$ cat src/rtl/tbd_fmt_pkg.sv
`timescale 1ns/1ps
// Package: shared types for the 2B+D frame formatter.
// Assumes channel widths up to 2**IDX_W bits.
package tbd_fmt_pkg;

    localparam int IDX_W = 4;

    // Frame layout codes as seen on the select port.
    typedef enum logic [1:0] {
        LAY_SEQ   = 2'b00,
        LAY_SPLIT = 2'b01,
        LAY_GAP   = 2'b10,
        LAY_ALT   = 2'b11
    } lay_e;

    // What a frame position carries on one pin pair.
    typedef enum logic [1:0] {
        SK_IDLE = 2'b00,
        SK_B1   = 2'b01,
        SK_B2   = 2'b10,
        SK_D    = 2'b11
    } kind_e;

    typedef struct packed {
        kind_e            kind;
        logic [IDX_W-1:0] idx;
    } slot_t;

endpackage

$ cat src/rtl/tbd_frame_ctr.sv
`timescale 1ns/1ps
// Frame position counter.
// Restarts at zero on the edge where fsync is high, then counts one per bit
// clock and saturates at its all-ones value, which lies past every active
// region. Layout and D-port choice are held for the whole frame.
module tbd_frame_ctr
    import tbd_fmt_pkg::*;
#(
    parameter int CNT_W = 5
) (
    input  logic             clk,
    input  logic             rst_n,
    input  logic             fs,
    input  lay_e             lay_in,
    input  logic             dp_in,
    output logic [CNT_W-1:0] pos_q,
    output logic [CNT_W-1:0] nxt_pos,
    output lay_e             lay_q,
    output lay_e             nxt_lay,
    output logic             dp_q,
    output logic             nxt_dp
);

    localparam logic [CNT_W-1:0] POS_MAX = {CNT_W{1'b1}};

    // Next position, layout and D-port selection.
    always_comb begin
        if (fs) begin
            nxt_pos = '0;
            nxt_lay = lay_in;
            nxt_dp  = dp_in;
        end else begin
            nxt_pos = (pos_q == POS_MAX) ? pos_q : pos_q + 1'b1;
            nxt_lay = lay_q;
            nxt_dp  = dp_q;
        end
    end

    // Register the frame state; reset parks the counter past all frames.
    always_ff @(posedge clk) begin
        if (!rst_n) begin
            pos_q <= POS_MAX;
            lay_q <= LAY_SEQ;
            dp_q  <= 1'b0;
        end else begin
            pos_q <= nxt_pos;
            lay_q <= nxt_lay;
            dp_q  <= nxt_dp;
        end
    end

    AST_POS_RESTART: assert property (@(posedge clk) disable iff (!rst_n)
        fs |=> (pos_q == '0));

    AST_LAY_HOLD: assert property (@(posedge clk) disable iff (!rst_n)
        !fs |=> ($stable(lay_q) && $stable(dp_q)));

endmodule

$ cat src/rtl/tbd_slot_map.sv
`timescale 1ns/1ps
// Position decoder: says what a frame position carries on the main pins and
// on the D-channel pins for a given layout, and flags the last active bit.
// Purely combinational; assumes B_W <= 2**IDX_W.
module tbd_slot_map
    import tbd_fmt_pkg::*;
#(
    parameter int B_W   = 8,
    parameter int GAP_W = 8,
    parameter int CNT_W = 5
) (
    input  logic [CNT_W-1:0] pos,
    input  lay_e             lay,
    input  logic             dp,
    output slot_t            main_slot,
    output slot_t            dch_slot,
    output logic             is_last
);

    localparam int LAST_SEQ   = 2 * B_W + 1;
    localparam int LAST_SPLIT = 2 * B_W + 2;
    localparam int LAST_GAP   = 2 * B_W + GAP_W + 1;
    localparam int D_GAP      = 2 * B_W + GAP_W;

    int p_i;
    assign p_i = int'(pos);

    function automatic slot_t mk(input kind_e k, input int ix);
        slot_t s;
        s.kind = k;
        s.idx  = IDX_W'(ix);
        return s;
    endfunction

    // Decode the position for the selected layout.
    always_comb begin
        main_slot = mk(SK_IDLE, 0);
        dch_slot  = mk(SK_IDLE, 0);
        is_last   = 1'b0;
        case (lay)
            LAY_SPLIT: begin
                if (p_i < B_W)
                    main_slot = mk(SK_B1, B_W - 1 - p_i);
                else if (p_i == B_W)
                    main_slot = mk(SK_D, 1);
                else if (p_i >= B_W + 2 && p_i < 2 * B_W + 2)
                    main_slot = mk(SK_B2, 2 * B_W + 1 - p_i);
                else if (p_i == 2 * B_W + 2)
                    main_slot = mk(SK_D, 0);
                is_last = (p_i == LAST_SPLIT);
            end
            LAY_GAP: begin
                if (p_i < B_W)
                    main_slot = mk(SK_B1, B_W - 1 - p_i);
                else if (p_i < 2 * B_W)
                    main_slot = mk(SK_B2, 2 * B_W - 1 - p_i);
                else if (p_i == D_GAP || p_i == D_GAP + 1)
                    main_slot = mk(SK_D, D_GAP + 1 - p_i);
                is_last = (p_i == LAST_GAP);
            end
            default: begin
                if (p_i < B_W)
                    main_slot = mk(SK_B1, B_W - 1 - p_i);
                else if (p_i < 2 * B_W)
                    main_slot = mk(SK_B2, 2 * B_W - 1 - p_i);
                else if (p_i == 2 * B_W || p_i == 2 * B_W + 1) begin
                    if (dp)
                        dch_slot  = mk(SK_D, 2 * B_W + 1 - p_i);
                    else
                        main_slot = mk(SK_D, 2 * B_W + 1 - p_i);
                end
                is_last = (p_i == LAST_SEQ);
            end
        endcase
    end

endmodule

$ cat src/rtl/tbd_tx_ser.sv
`timescale 1ns/1ps
// Transmit serialiser.
// Latches the transmit words on the sync edge and drives, on each rising
// edge, the bit the slot map names for the coming position. Idle slots
// drive high. Assumes slots are decoded for the next position.
module tbd_tx_ser
    import tbd_fmt_pkg::*;
#(
    parameter int B_W = 8
) (
    input  logic           clk,
    input  logic           rst_n,
    input  logic           fs,
    input  logic [B_W-1:0] tx_b1,
    input  logic [B_W-1:0] tx_b2,
    input  logic [1:0]     tx_d,
    input  slot_t          main_slot,
    input  slot_t          dch_slot,
    output logic           main_tx,
    output logic           dch_tx
);

    localparam int SEL_W = (B_W > 1) ? $clog2(B_W) : 1;

    logic [B_W-1:0] hb1, hb2, cb1, cb2;
    logic [1:0]     hd, cd;

    // Words used for this frame: fresh inputs on the sync edge.
    always_comb begin
        cb1 = fs ? tx_b1 : hb1;
        cb2 = fs ? tx_b2 : hb2;
        cd  = fs ? tx_d  : hd;
    end

    function automatic logic pick(input slot_t s, input logic [B_W-1:0] w1,
                                  input logic [B_W-1:0] w2, input logic [1:0] wd);
        case (s.kind)
            SK_B1:   return w1[s.idx[SEL_W-1:0]];
            SK_B2:   return w2[s.idx[SEL_W-1:0]];
            SK_D:    return wd[s.idx[0]];
            default: return 1'b1;
        endcase
    endfunction

    // Hold the frame words and register both transmit pins.
    always_ff @(posedge clk) begin
        if (!rst_n) begin
            hb1     <= '0;
            hb2     <= '0;
            hd      <= '0;
            main_tx <= 1'b1;
            dch_tx  <= 1'b1;
        end else begin
            if (fs) begin
                hb1 <= tx_b1;
                hb2 <= tx_b2;
                hd  <= tx_d;
            end
            main_tx <= pick(main_slot, cb1, cb2, cd);
            dch_tx  <= pick(dch_slot, cb1, cb2, cd);
        end
    end

endmodule

$ cat src/rtl/tbd_rx_cap.sv
`timescale 1ns/1ps
// Receive capture.
// On each falling edge, writes the receive pin bits into the assembly words
// at the slots decoded for the current position. At the last active bit it
// copies the completed words to the outputs with a one-period strobe.
module tbd_rx_cap
    import tbd_fmt_pkg::*;
#(
    parameter int B_W = 8
) (
    input  logic           clk,
    input  logic           rst_n,
    input  slot_t          main_slot,
    input  slot_t          dch_slot,
    input  logic           is_last,
    input  logic           main_rx,
    input  logic           dch_rx,
    output logic [B_W-1:0] rx_b1,
    output logic [B_W-1:0] rx_b2,
    output logic [1:0]     rx_d,
    output logic           rx_valid
);

    localparam int SEL_W = (B_W > 1) ? $clog2(B_W) : 1;

    logic [B_W-1:0] ab1, ab2, nb1, nb2;
    logic [1:0]     ad, nd;

    // Assembly words with this position's bit inserted.
    always_comb begin
        nb1 = ab1;
        nb2 = ab2;
        nd  = ad;
        case (main_slot.kind)
            SK_B1:   nb1[main_slot.idx[SEL_W-1:0]] = main_rx;
            SK_B2:   nb2[main_slot.idx[SEL_W-1:0]] = main_rx;
            SK_D:    nd[main_slot.idx[0]] = main_rx;
            default: ;
        endcase
        if (dch_slot.kind == SK_D)
            nd[dch_slot.idx[0]] = dch_rx;
    end

    // Capture on the falling edge and publish at the last active bit.
    always_ff @(negedge clk) begin
        if (!rst_n) begin
            ab1      <= '0;
            ab2      <= '0;
            ad       <= '0;
            rx_b1    <= '0;
            rx_b2    <= '0;
            rx_d     <= '0;
            rx_valid <= 1'b0;
        end else begin
            ab1      <= nb1;
            ab2      <= nb2;
            ad       <= nd;
            rx_valid <= is_last;
            if (is_last) begin
                rx_b1 <= nb1;
                rx_b2 <= nb2;
                rx_d  <= nd;
            end
        end
    end

    AST_VALID_SINGLE: assert property (@(negedge clk) disable iff (!rst_n)
        rx_valid |=> !rx_valid);

    AST_RX_HOLD: assert property (@(negedge clk) disable iff (!rst_n)
        !rx_valid |-> ($stable(rx_b1) && $stable(rx_b2) && $stable(rx_d)));

endmodule

$ cat src/rtl/tbd_frame_fmt.sv
`timescale 1ns/1ps
// Top of the 2B+D serial frame formatter.
// Runs on the bit clock: transmit on the rising edge, receive on the
// falling edge. Assumes fsync is a single-period pulse synchronous to bclk.
module tbd_frame_fmt
    import tbd_fmt_pkg::*;
#(
    parameter int B_W   = 8,
    parameter int GAP_W = 8
) (
    input  logic           bclk,
    input  logic           rst_n,
    input  logic           fsync,
    input  logic [1:0]     fmt_sel,
    input  logic           dport_en,
    input  logic [B_W-1:0] tx_b1,
    input  logic [B_W-1:0] tx_b2,
    input  logic [1:0]     tx_d,
    output logic           main_tx,
    input  logic           main_rx,
    output logic           dch_tx,
    input  logic           dch_rx,
    output logic [B_W-1:0] rx_b1,
    output logic [B_W-1:0] rx_b2,
    output logic [1:0]     rx_d,
    output logic           rx_valid
);

    localparam int CNT_W = $clog2(2 * B_W + GAP_W + 3);

    logic [CNT_W-1:0] pos_q, nxt_pos;
    lay_e             lay_q, nxt_lay;
    logic             dp_q, nxt_dp;
    slot_t            tx_main_slot, tx_dch_slot, rx_main_slot, rx_dch_slot;
    logic             tx_last_unused, rx_last;

    tbd_frame_ctr #(.CNT_W(CNT_W)) ctr_i (
        .clk(bclk), .rst_n(rst_n), .fs(fsync),
        .lay_in(lay_e'(fmt_sel)), .dp_in(dport_en),
        .pos_q(pos_q), .nxt_pos(nxt_pos),
        .lay_q(lay_q), .nxt_lay(nxt_lay),
        .dp_q(dp_q), .nxt_dp(nxt_dp)
    );

    // Decoder for the position the transmit registers are about to present.
    tbd_slot_map #(.B_W(B_W), .GAP_W(GAP_W), .CNT_W(CNT_W)) tx_map_i (
        .pos(nxt_pos), .lay(nxt_lay), .dp(nxt_dp),
        .main_slot(tx_main_slot), .dch_slot(tx_dch_slot), .is_last(tx_last_unused)
    );

    // Decoder for the position currently on the line.
    tbd_slot_map #(.B_W(B_W), .GAP_W(GAP_W), .CNT_W(CNT_W)) rx_map_i (
        .pos(pos_q), .lay(lay_q), .dp(dp_q),
        .main_slot(rx_main_slot), .dch_slot(rx_dch_slot), .is_last(rx_last)
    );

    tbd_tx_ser #(.B_W(B_W)) tx_i (
        .clk(bclk), .rst_n(rst_n), .fs(fsync),
        .tx_b1(tx_b1), .tx_b2(tx_b2), .tx_d(tx_d),
        .main_slot(tx_main_slot), .dch_slot(tx_dch_slot),
        .main_tx(main_tx), .dch_tx(dch_tx)
    );

    tbd_rx_cap #(.B_W(B_W)) rx_i (
        .clk(bclk), .rst_n(rst_n),
        .main_slot(rx_main_slot), .dch_slot(rx_dch_slot), .is_last(rx_last),
        .main_rx(main_rx), .dch_rx(dch_rx),
        .rx_b1(rx_b1), .rx_b2(rx_b2), .rx_d(rx_d), .rx_valid(rx_valid)
    );

    AST_MAIN_IDLE_HIGH: assert property (@(posedge bclk) disable iff (!rst_n)
        (rx_main_slot.kind == SK_IDLE) |-> main_tx);

    AST_DCH_IDLE_HIGH: assert property (@(posedge bclk) disable iff (!rst_n)
        (rx_dch_slot.kind == SK_IDLE) |-> dch_tx);

endmodule

$ cat config.mk
export PLATFORM = sky130hd
export DESIGN_NAME = tbd_frame_fmt
export DESIGN_NICKNAME = d
export VERILOG_FILES = /design/src/rtl/tbd_fmt_pkg.sv /design/src/rtl/tbd_frame_ctr.sv /design/src/rtl/tbd_slot_map.sv /design/src/rtl/tbd_tx_ser.sv /design/src/rtl/tbd_rx_cap.sv /design/src/rtl/tbd_frame_fmt.sv
export SDC_FILE = /design/constraint.sdc
export NUM_CORES = 1
export LEC_CHECK = 0
export BUFFER_PORTS_ARGS = -buffer_cell sky130_fd_sc_hd__buf_2
export CORE_MARGIN = 5
export CORE_UTILIZATION = 59
export CTS_CLUSTER_SIZE = 25
export DETAILED_ROUTE_END_ITERATION = 16
export PLACE_DENSITY = 0.91
export SKIP_LAST_GASP = 1
export SYNTH_ARGS = -nofsm -noshare
export SYNTH_HDL_FRONTEND = slang
export SYNTH_HIERARCHICAL = 1
export SYNTH_SLANG_ARGS = --single-unit
export TNS_END_PERCENT = 20
$ cat constraint.sdc
create_clock -name bclk -period 4.5 [get_ports bclk]
set_clock_uncertainty 0.15 [all_clocks]
set_input_delay 0.225 -clock bclk [delete_from_list [all_inputs] [get_ports bclk]]
set_output_delay 0.225 -clock bclk [all_outputs]
set_load 0.05 [all_outputs]
# After elaboration in Yosys (flattened, before gate mapping)
# Cells that the tools add are included.
# totals
reg_bits	65
ram_bits	0
latchBits	0
mem_bits_ro	0
out_inout_bits	21
wordCells	150
in_bits	26
memories	0
# op_classes
div	0
eq_ne	27
n_mux	70
n_mul	0
shifts	0
order_cmp	18
n_reduce_logical	11
n_addsub	9
n_bitwise	0
# op_table
cell	count
two-way mux 6 bit	32
equality test 5 bit, second input constant	9
two-way mux 8 bit	4
one-hot mux 6 bit (2 select lines)	2
equality test 5 x 4 -> 1 bit, second input constant	4
less-than comparator 5 bit, second input constant	4
equality test 2 bit, second input constant	9
bitwise mux 8 bit	2
subtractor 4 bit, first input constant	4
binary-select mux 1 bit (select 3 bit)	4
less-than comparator 3 x 4 -> 1 bit, second input constant	3
two-way mux 1 bit	12
equality test 2 x 1 -> 1 bit, second input constant	5
>= comparator 5 x 4 -> 1 bit, second input constant	2
less-than comparator 5 x 4 -> 1 bit, second input constant	2
two-way mux 5 bit	2
less-than comparator 1 x 2 -> 1 bit, second input constant	4
two-way mux 2 bit	4
subtractor 1 x 4 -> 4 bit, first input constant	2
subtractor 3 x 4 -> 4 bit, first input constant	2
one-hot mux 1 bit (3 select lines)	2
adder 5 x 1 -> 5 bit, second input constant	1
logical AND 1 bit	5
bitwise mux 2 bit	2
7 further kinds	13

# Logic depth before layout (Yosys ltp)
# logic_depth
ltp_word	14
mapped_depth	16
depth_no_buf	15

# Cells and area by module
# The synthesis kept the hierarchy.
# by_module_without_submodules
module	area_each_um2	seq_area_each_um2	n_inst	cells_each
tbd_rx_cap	1516.5	740.7	1	165
tbd_tx_ser	1362.6	400.4	1	120
tbd_slot_map (tx_map_i)	511.7	0.0	1	78
tbd_slot_map (rx_map_i)	441.7	0.0	1	72
tbd_frame_ctr	362.8	160.2	1	36

==> results.py <==
metrics = {
    "floorplan": {
        "fp.dieArea_um2": 8740,
        "core.rowCount": 30,
        "die_x_um": 93.5,
        "initial_utilization_pct": 60.5,
        "design.core.area_um2": 6790,
        "die_h_um": 93.5,
        "io_pins": 47,
    },
    "power_and_ir_drop": {
        "clockPowerShare_pct": 36.6,
        "power.switching_mw": 0.666,
        "internal_power_mw": 1.08,
        "seqPwrFrac_pct": 35.7,
        "netSwitchingFraction_pct": 38.2,
        "comb_power_share_pct": 27.7,
        "p_leak_nw": 2.26,
        "p_per_area_nw_per_um2": 331,
        "vdd_drop_max_uv": 189,
    },
    "drt": {
        "drt_wl_total_um": 11500,
        "wl_met1_um": 4360,
        "firstDrtPassIters": 4,
        "wl_met2_um": 5900,
        "drc": 0,
        "wl_per_cell_um": 17.3,
        "drt-initial-drc-count": 229,
        "vias_per_cell": 6.23,
        "dr_wl_met3_um": 825,
        "vias": 4151,
        "antenna_left": 0,
        "highest_layer": "met4",
    },
    "setup_path": {
        "rrSetupSlack_ns": -0.27,
        "cp.arrival_ns": 2.68,
        "cp.required_ns": 2.41,
        "cpLargestDelayFamily": "compound AO/OA/AOI/OAI gates",
        "max_stage_delay_ns": 0.37,
        "cp_num_buf_inv": 2,
        "cp_max_fo": 6,
        "crit_type": "register to register",
        "cp_cell_sequence": "inv_2 -> ha_4 -> nand3b_1 -> o31ai_2 -> a21oi_2 -> o32ai_2 -> buf_4 -> and3b_1 -> nand2_1 -> a31oi_1",
        "start_kind": "register",
        "end_kind": "register",
        "timing.rr.start": "ctr_i/pos_q[2]",
        "critPathSlowestCell": "dfxtp_4",
        "critPathLaunch": "ctr_i/pos_q[2]",
    },
    "global_route": {
        "overflow": 0,
        "grt_usage_pct": 26.4,
        "grt_max_degree": 49,
        "first_global_vias": 4124,
        "antenna_found_initial": 0,
        "grt_pass1_wl_um": 18600,
    },
    "clock_network": {
        "cts_root_buf": "clkbuf_8",
        "cts.sink_count": 65,
        "holdBufCountCts": 0,
        "clk_pin_slew_ns": 0.09,
        "clk_path_buf_depth": 2,
        "htree_levels": 3,
        "clk_latency_ns": 0.43,
        "cts_tree": "built",
        "numCtsBuffers": 9,
    },
    "outcome": {
        "violations": "setup timing",
        "status": "finished, violations left",
    },
    "finish": {
        "antenna_cells": 0,
        "final_cell_mix": "dfxtp_1 (58), inv_1 (51), buf_2 (47), buf_4 (41), nand2_1 (28)",
        "final_common_cell": "dfxtp_1",
        "final_cell_area_um2": 5270,
        "fin_nets": 601,
        "syn_to_final_growth_pct": 28.1,
        "drive_gt1_share_pct": 33.7,
    },
    "placement": {
        "port_buffers": 46,
        "dp_hpwl_um": 7400,
        "gp_routability_congestion": 0.957,
        "placed_cell_area_um2": 4650,
    },
    "synth": {
        "synth_area_per_cell_um2": 9.02,
        "syn_area_um2": 4110,
        "yosys_warnings": 6,
        "syn_nets": 492,
        "syn_inst": 456,
    },
    "sta": {
        "rsz0062_at_grt": "true",
        "slew_violations": 0,
        "setup_ws_ns": -0.268,
        "slew-limit-headroom_pct": 43.1,
        "setup_tns_ns": -6.54,
        "setup_viol": 36,
        "worstMarginPinSlew_ns": 0.850,
        "hold_viol": 0,
    },
    "min_path": {
        "hold_path.startpoint": "tx_b1[3]",
        "hold_path_class": "input pin to register",
    },
    "flow_run": {
        "drv_cap": 0,
    },
}
[power by group through the flow]
stage	combinational, mW	clock, mW	sequential (mW)
global route	0.518	0.701	0.624
detailed placement	0.423	0.0516	0.631
finish	0.483	0.637	0.622
global placement	0.406	0.0516	0.629
floorplan	0.290	0.0516	0.650
CTS	0.456	0.634	0.621
[per-layer routing]
layer,vias to the layer above,global-route usage [%]
met4,0,13.2
met3,55,6.28
met1,1959,29.4
met5,-,0
met2,211,46.6
li1,1926,-
[timing repair]
item,CTS,global route
gates resized for setup,53,8
setup endpoints to repair,36,36
buffers inserted,4,5
pin swaps,23,12
gates cloned,1,0
[stage by stage]
step	hold slack [ns]	power, mW	utilization [%]	worst slack [ns]	cells
finish	0.0124	1.74	77.5	-0.268	666
global route	0.0220	1.84	77.5	-0.332	666
CTS	0.00154	1.71	76.2	-0.0991	661
detailed placement	0.287	1.11	68.4	-0.266	604
global placement	0.285	1.09	68.4	-0.165	604
floorplan	0.146	0.992	-	-0.0861	456
[final timing paths]
kind | end | cells past startpoint
max | rx_i/rx_b1[7] | 10
min | tx_i/hb1[3] | 3
max reg2reg | rx_i/rx_b1[7] | 10
min reg2reg | rx_i/rx_d[1] | 2
[registers in the layout (all words and copies together) (netlist names), 5 cells and up]
name / cells
rx_i/rx_b2: 8
rx_i/ab2: 8
rx_i/rx_b1: 8
tx_i/hb1: 8
rx_i/ab1: 8
ctr_i/pos_q: 5
tx_i/hb2: 8
[area by class of cell]
type | count | area, um2
clock buffer | 9 | 124
multi-input combinational | 342 | 2820
tap | 96 | 120
fill | 427 | 1530
inverter | 19 | 76.3
timing repair buffer | 91 | 594
sequential | 65 | 1320
clock inverter | 44 | 213
[worst min-delay path, cell delays in order]
cell,delay [ns]
buf_2,0.09
mux2i_1,0.06
nor2b_1,0.10
No activity file was read; power rests on OpenSTA's default activity.
